### src/rtl/fpsp_pkg.sv
package fpsp_pkg;
  // Decoded per-cycle action of the stack pointer.
  typedef enum logic [1:0] {
    SP_IDLE   = 2'd0,
    SP_PUSH   = 2'd1,
    SP_POP    = 2'd2,
    SP_RELOAD = 2'd3
  } sp_op_e;
endpackage

### src/rtl/fpsp_cmd_decode.sv
module fpsp_cmd_decode
  import fpsp_pkg::*;
(
  input  logic   push_i,
  input  logic   pop_i,
  input  logic   clr_i,
  output sp_op_e op_o
);
  // Clear wins; a push paired with a pop cancels out.
  always_comb begin
    op_o = SP_IDLE;
    if (clr_i)                op_o = SP_RELOAD;
    else if (push_i && !pop_i) op_o = SP_PUSH;
    else if (pop_i && !push_i) op_o = SP_POP;
  end
endmodule

### src/rtl/fpsp_level_reg.sv
module fpsp_level_reg
  import fpsp_pkg::*;
#(
  parameter int unsigned LVL_W = 4
) (
  input  logic             clk,
  input  logic             rst,
  input  sp_op_e           op_i,
  output logic [LVL_W-1:0] lvl_o
);
  localparam logic [LVL_W-1:0] ONE = LVL_W'(1);

  always_ff @(posedge clk) begin
    if (rst) begin
      lvl_o <= '1;
    end else begin
      unique case (op_i)
        SP_RELOAD: lvl_o <= '1;
        SP_PUSH:   lvl_o <= lvl_o - ONE;
        SP_POP:    lvl_o <= lvl_o + ONE;
        default:   lvl_o <= lvl_o;
      endcase
    end
  end

  a_r2_push_step: assert property (@(posedge clk) disable iff (rst)
    (op_i == SP_PUSH) |=> (lvl_o == LVL_W'($past(lvl_o) - ONE)));

  a_r3_pop_step: assert property (@(posedge clk) disable iff (rst)
    (op_i == SP_POP) |=> (lvl_o == LVL_W'($past(lvl_o) + ONE)));

  a_r5_wrap_down: assert property (@(posedge clk) disable iff (rst)
    (op_i == SP_PUSH && lvl_o == '0) |=> (lvl_o == '1));

  a_r5_wrap_up: assert property (@(posedge clk) disable iff (rst)
    (op_i == SP_POP && lvl_o == '1) |=> (lvl_o == '0));
endmodule

### src/rtl/fpsp_depth_track.sv
module fpsp_depth_track
  import fpsp_pkg::*;
#(
  parameter int unsigned LVL_W = 4
) (
  input  logic   clk,
  input  logic   rst,
  input  sp_op_e op_i,
  output logic   ovf_o,
  output logic   unf_o
);
  localparam int unsigned      LEVELS = 1 << LVL_W;
  localparam int unsigned      DEP_W  = LVL_W + 1;
  localparam logic [DEP_W-1:0] FULL   = DEP_W'(LEVELS);

  logic [DEP_W-1:0] depth_q;
  logic             is_full, is_empty;

  assign is_full  = (depth_q == FULL);
  assign is_empty = (depth_q == '0);

  // Saturating occupancy: it never passes 0 or FULL.
  always_ff @(posedge clk) begin
    if (rst) begin
      depth_q <= '0;
      ovf_o   <= 1'b0;
      unf_o   <= 1'b0;
    end else begin
      ovf_o <= (op_i == SP_PUSH) && is_full;
      unf_o <= (op_i == SP_POP)  && is_empty;
      unique case (op_i)
        SP_RELOAD: depth_q <= '0;
        SP_PUSH:   if (!is_full)  depth_q <= depth_q + DEP_W'(1);
        SP_POP:    if (!is_empty) depth_q <= depth_q - DEP_W'(1);
        default:   depth_q <= depth_q;
      endcase
    end
  end

  a_r7_overflow: assert property (@(posedge clk) disable iff (rst)
    (op_i == SP_PUSH && is_full) |=> ovf_o);

  a_r8_underflow: assert property (@(posedge clk) disable iff (rst)
    (op_i == SP_POP && is_empty) |=> unf_o);

  a_r7_exclusive: assert property (@(posedge clk) disable iff (rst)
    $onehot0({ovf_o, unf_o}));

  a_r10_depth_bound: assert property (@(posedge clk) disable iff (rst)
    depth_q <= FULL);

  a_r6_reload_clears: assert property (@(posedge clk) disable iff (rst)
    (op_i == SP_RELOAD) |=> (is_empty && !ovf_o && !unf_o));
endmodule

### src/rtl/fpsp_addr_form.sv
module fpsp_addr_form #(
  parameter int unsigned ADDR_W     = 10,
  parameter int unsigned FIXED_W    = 4,
  parameter int unsigned FRAME_LOG2 = 2,
  localparam int unsigned LVL_W     = ADDR_W - FIXED_W - FRAME_LOG2
) (
  input  logic [LVL_W-1:0]  lvl_i,
  output logic [ADDR_W-1:0] addr_o
);
  // Page bits tied high; offset bits inside a frame are ones because the
  // pointer starts at all ones and only ever moves in whole frames.
  generate
    if (FRAME_LOG2 > 0) begin : g_with_offset
      assign addr_o = {{FIXED_W{1'b1}}, lvl_i, {FRAME_LOG2{1'b1}}};
    end else begin : g_no_offset
      assign addr_o = {{FIXED_W{1'b1}}, lvl_i};
    end
  endgenerate
endmodule

### src/rtl/fpsp_stack_ptr.sv
module fpsp_stack_ptr
  import fpsp_pkg::*;
#(
  parameter int unsigned ADDR_W     = 10,
  parameter int unsigned FIXED_W    = 4,
  parameter int unsigned FRAME_LOG2 = 2
) (
  input  logic              clk,
  input  logic              rst,
  input  logic              push_i,
  input  logic              pop_i,
  input  logic              sp_clr_i,
  output logic [ADDR_W-1:0] sp_addr_o,
  output logic              ovf_o,
  output logic              unf_o
);
  localparam int unsigned LVL_W = ADDR_W - FIXED_W - FRAME_LOG2;
  localparam int unsigned LOW_W = ADDR_W - FIXED_W;

  sp_op_e           op;
  logic [LVL_W-1:0] lvl;

  fpsp_cmd_decode u_dec (
    .push_i (push_i),
    .pop_i  (pop_i),
    .clr_i  (sp_clr_i),
    .op_o   (op)
  );

  fpsp_level_reg #(.LVL_W(LVL_W)) u_lvl (
    .clk   (clk),
    .rst   (rst),
    .op_i  (op),
    .lvl_o (lvl)
  );

  fpsp_depth_track #(.LVL_W(LVL_W)) u_dep (
    .clk   (clk),
    .rst   (rst),
    .op_i  (op),
    .ovf_o (ovf_o),
    .unf_o (unf_o)
  );

  fpsp_addr_form #(
    .ADDR_W     (ADDR_W),
    .FIXED_W    (FIXED_W),
    .FRAME_LOG2 (FRAME_LOG2)
  ) u_addr (
    .lvl_i  (lvl),
    .addr_o (sp_addr_o)
  );

  a_r4_page_fixed: assert property (@(posedge clk) disable iff (rst)
    (sp_addr_o[ADDR_W-1:LOW_W] == '1));

  a_r6_reload: assert property (@(posedge clk) disable iff (rst)
    sp_clr_i |=> (sp_addr_o == '1));

  a_r9_cancel: assert property (@(posedge clk) disable iff (rst)
    (push_i && pop_i && !sp_clr_i) |=> ($stable(sp_addr_o) && !ovf_o && !unf_o));
endmodule

### config.mk
export PLATFORM = sky130hd
export DESIGN_NAME = fpsp_stack_ptr
export DESIGN_NICKNAME = d
export VERILOG_FILES = /design/src/rtl/fpsp_pkg.sv /design/src/rtl/fpsp_cmd_decode.sv /design/src/rtl/fpsp_level_reg.sv /design/src/rtl/fpsp_depth_track.sv /design/src/rtl/fpsp_addr_form.sv /design/src/rtl/fpsp_stack_ptr.sv
export SDC_FILE = /design/constraint.sdc
export NUM_CORES = 1
export LEC_CHECK = 0
export BUFFER_PORTS_ARGS = -buffer_cell sky130_fd_sc_hd__buf_2
export CAP_MARGIN = 10
export CORE_UTILIZATION = 48
export CTS_BUF_LIST = sky130_fd_sc_hd__clkbuf_4 sky130_fd_sc_hd__clkbuf_8 sky130_fd_sc_hd__clkbuf_16
export DETAILED_ROUTE_END_ITERATION = 8
export PLACE_DENSITY = 0.8
export SYNTH_ARGS = -nofsm -noshare
export SYNTH_HDL_FRONTEND = slang
export SYNTH_SLANG_ARGS = --single-unit
### constraint.sdc
create_clock -name clk -period 2.3 [get_ports clk]
set_input_delay 0.345 -clock clk [delete_from_list [all_inputs] [get_ports clk]]
set_output_delay 0.345 -clock clk [all_outputs]
set_load 0.02 [all_outputs]
==> metrics <==
post-synth top area share 25.0%; Layout area overhead 10.5%; Final Max Tran Viols 0; Hold Buf Count CTS 0; gr ovfl total 0; pin count of the biggest net entering global routing 12; delay-heaviest family, CP adder cells; status completed; CP endpoint kind flip-flop; routed via count 795; final period utilization 83.6%; CP bufs+invs 3; Reg2Reg Depth 6; Post-Synth XOR/XNOR Area 2.98%; PortBufs 10; Post-CTS Setup Inserts 0; Final Hold Fails 0; first-pass GRT wire length 2790 um; achievable clock frequency 520 MHz; post-DR wirelength/cell 12.2 um; Final #Nets 135; Compound-Gate Fraction of Synth Area 25.7%; Yosys reg bits 11; gpl congestion 0.851; Antenna Nets Post-Route 0; simple-gate share of the synthesized area 22.0%; Layout Skew 0.00322 ns; core box area 1730 um^2; Bufs on Longest Clock Path 2; CTS buffer count 3; Warnings, synthesis 0; htree depth 1; CP Data Arrival Time 2.06 ns; post-synthesis instance area 881 um^2; Clock transition at path regs 0.06 ns; Setup crit start kind primary input; Reg area 220 um^2; layout cell share with drive strength beyond 1 18.0%; via/cell ratio 5.41; P per Cell Area 584 nW/um^2; Starting Density 51.0%; worst stage delay on the critical path 0.38 ns; mux cell area share after synthesis 2.84%; CP max FO 5; drt drc 0; Period minus WS final 1.92 ns; CP required 2.44 ns; Area contributors post-synth dfxtp_1 25%, ha_1 9.9%, a21oi_1 6.3%; Post-synth EDFFs 0; I/O Pins 17; root buf cell clkbuf_4; setup TNS 0 ns; DP HPWL 1380 um; vias in the first global route 659; overall routing resource usage 19.5%; die area 2010 um^2; Finished Layout Cells 147; sequential fraction of the synthesis area 25.0%; # placed instances 143; hold depth 2; CP Class in2reg; Synth Area per Inst 8.08 um^2; Adder-Cell Fraction of Synth Area 9.94%; die width 44.8 um; Critical-path top delay cell or3_1; Top FF cell, synth dfxtp_1; share of synthesized registers carrying an async set or reset 0%; final setup vio count 0; Synth area leader dfxtp_1; FP Rows 15; launching point of the worst reg2reg path u_dep.depth_q[1]$_SDFFE_PP0P_; Critical path origin pop_i; leakage 0.435 nW; unrepaired setup endpoints after global routing false; CTS tree done; final wirelength 1800 um; hold_sp rst; n_diodes 0; first-pass detailed-route iteration total 4; worst path cell trace buf_2 > inv_1 > a21oi_1 > ha_1 > inv_1 > ha_1 > or3_1 > a21oi_1 > o211ai_1; 1st-iter DRT viols 17; largest family of logic cells by synthesized area compound AO/OA/AOI/OAI gates; Peak VDD IR 0.000299 V; CP Depth 9; clk sink count 11; Multi-input gate area 582 um^2; height of the chip 44.8 um; worst-skew pair later-pin latency 0.27 ns; fill cell count 188; worst min path class in2reg; antenna violations before repair 0; Max-Cap Viols 0; Synth cell types 41; cts repair resizes 0; synthesized instance count 109
## layout make-up
| cell class | count | share of cell area (%) |
|---|---|---|
| well taps | 25 | 3.21 |
| clock buffers | 4 | 3.08 |
| multi-input cells | 84 | 59.8 |
| inverters | 10 | 3.86 |
| repair buffers | 13 | 7.46 |
| flip-flops and latches | 11 | 22.6 |
## synthesized netlist by cell type (all sizes together), types with 2 or more instances
cell,instances
nand3,2
nand3b,2
a21oi,11
nor4,2
nor2b,2
nand2b,4
inv,10
nor3,2
a31oi,2
o21ai,3
buf,9
a21o,2
nor2,9
xnor2,2
ha,7
nand2,7
dfxtp,11
## logic make-up (layout without fill, tap and decap cells)
logic type | after synthesis | count (layout)
simple gates | 35 | 35
compound gates | 31 | 31
buf+inv | 19 | 27
fa+ha+maj | 7 | 7
flops | 11 | 11
other cells | 1 | 6
xor+xnor | 3 | 3
mux | 2 | 2
## cells in the final DEF (no fill, tap or decap), types with 3 or more instances in the layout
master	instances
inv_1	10
dfxtp_1	11
ha_1	7
buf_2	10
nand2_1	7
o21ai_0	3
nand2b_1	4
a21oi_1	11
clkbuf_4	4
nor2_1	9
conb_1	6
buf_4	3
## power by group
| part | internal (W) | switching, W |
|---|---|---|
| Sequential | 0.000207 | 0.0000259 |
| Combinational | 0.0000824 | 0.000113 |
| Clock | 0.0000790 | 0.0000615 |
| Total | 0.000368 | 0.000200 |
## metal layers
layer / track usage, % / routed length [um] / share of wire [%] / up-vias
met5: 0 / 0 / 0 / -
met4: 9.09 / 31 / 1.7 / 0
met1: 23.0 / 843 / 47 / 365
met2: 33.2 / 842 / 47 / 22
li1: - / - / - / 403
met3: 4.80 / 77 / 4.3 / 5
## worst paths after layout
kind	end	slack [ns]
setup reg to reg	u_dep.depth_q[2]$_SDFFE_PP0P_	0.67
hold reg to reg	u_dep.ovf_o$_SDFF_PP0_	0.53
hold / removal	u_dep.depth_q[1]$_SDFFE_PP0P_	0.34
setup / recovery	u_lvl.lvl_o[2]$_SDFFE_PP1P_	0.38
## metrics by stage
stage | utilization (%) | setup slack [ns] | total power, W | cell area (um^2) | hold WS [ns]
2_1_floorplan | - | 0.112 | 0.000392 | 900 | 0.414
3_3_place_gp | 54.6 | 0.141 | 0.000424 | 943 | 0.506
3_5_place_dp | 54.6 | 0.0865 | 0.000430 | 943 | 0.522
4_1_cts | 56.4 | 0.357 | 0.000572 | 973 | 0.325
5_1_grt | 56.4 | 0.223 | 0.000606 | 973 | 0.330
6_report | 56.4 | 0.377 | 0.000568 | 973 | 0.338
## sequential cells by signal (all words and copies together) (netlist names)
register       cells
u_dep.depth_q      5
u_dep.ovf_o        1
u_dep.unf_o        1
u_lvl.lvl_o        4
## worst reg2reg max path, stage by stage, from the launching register on
cell      delay, ns
dfxtp_1        0.51
xor2_1         0.19
ha_1           0.23
a21oi_1        0.07
xnor2_1        0.15
nand2b_1       0.14
a311oi_1       0.25
Note: power is estimated with default switching activity, not from simulation.
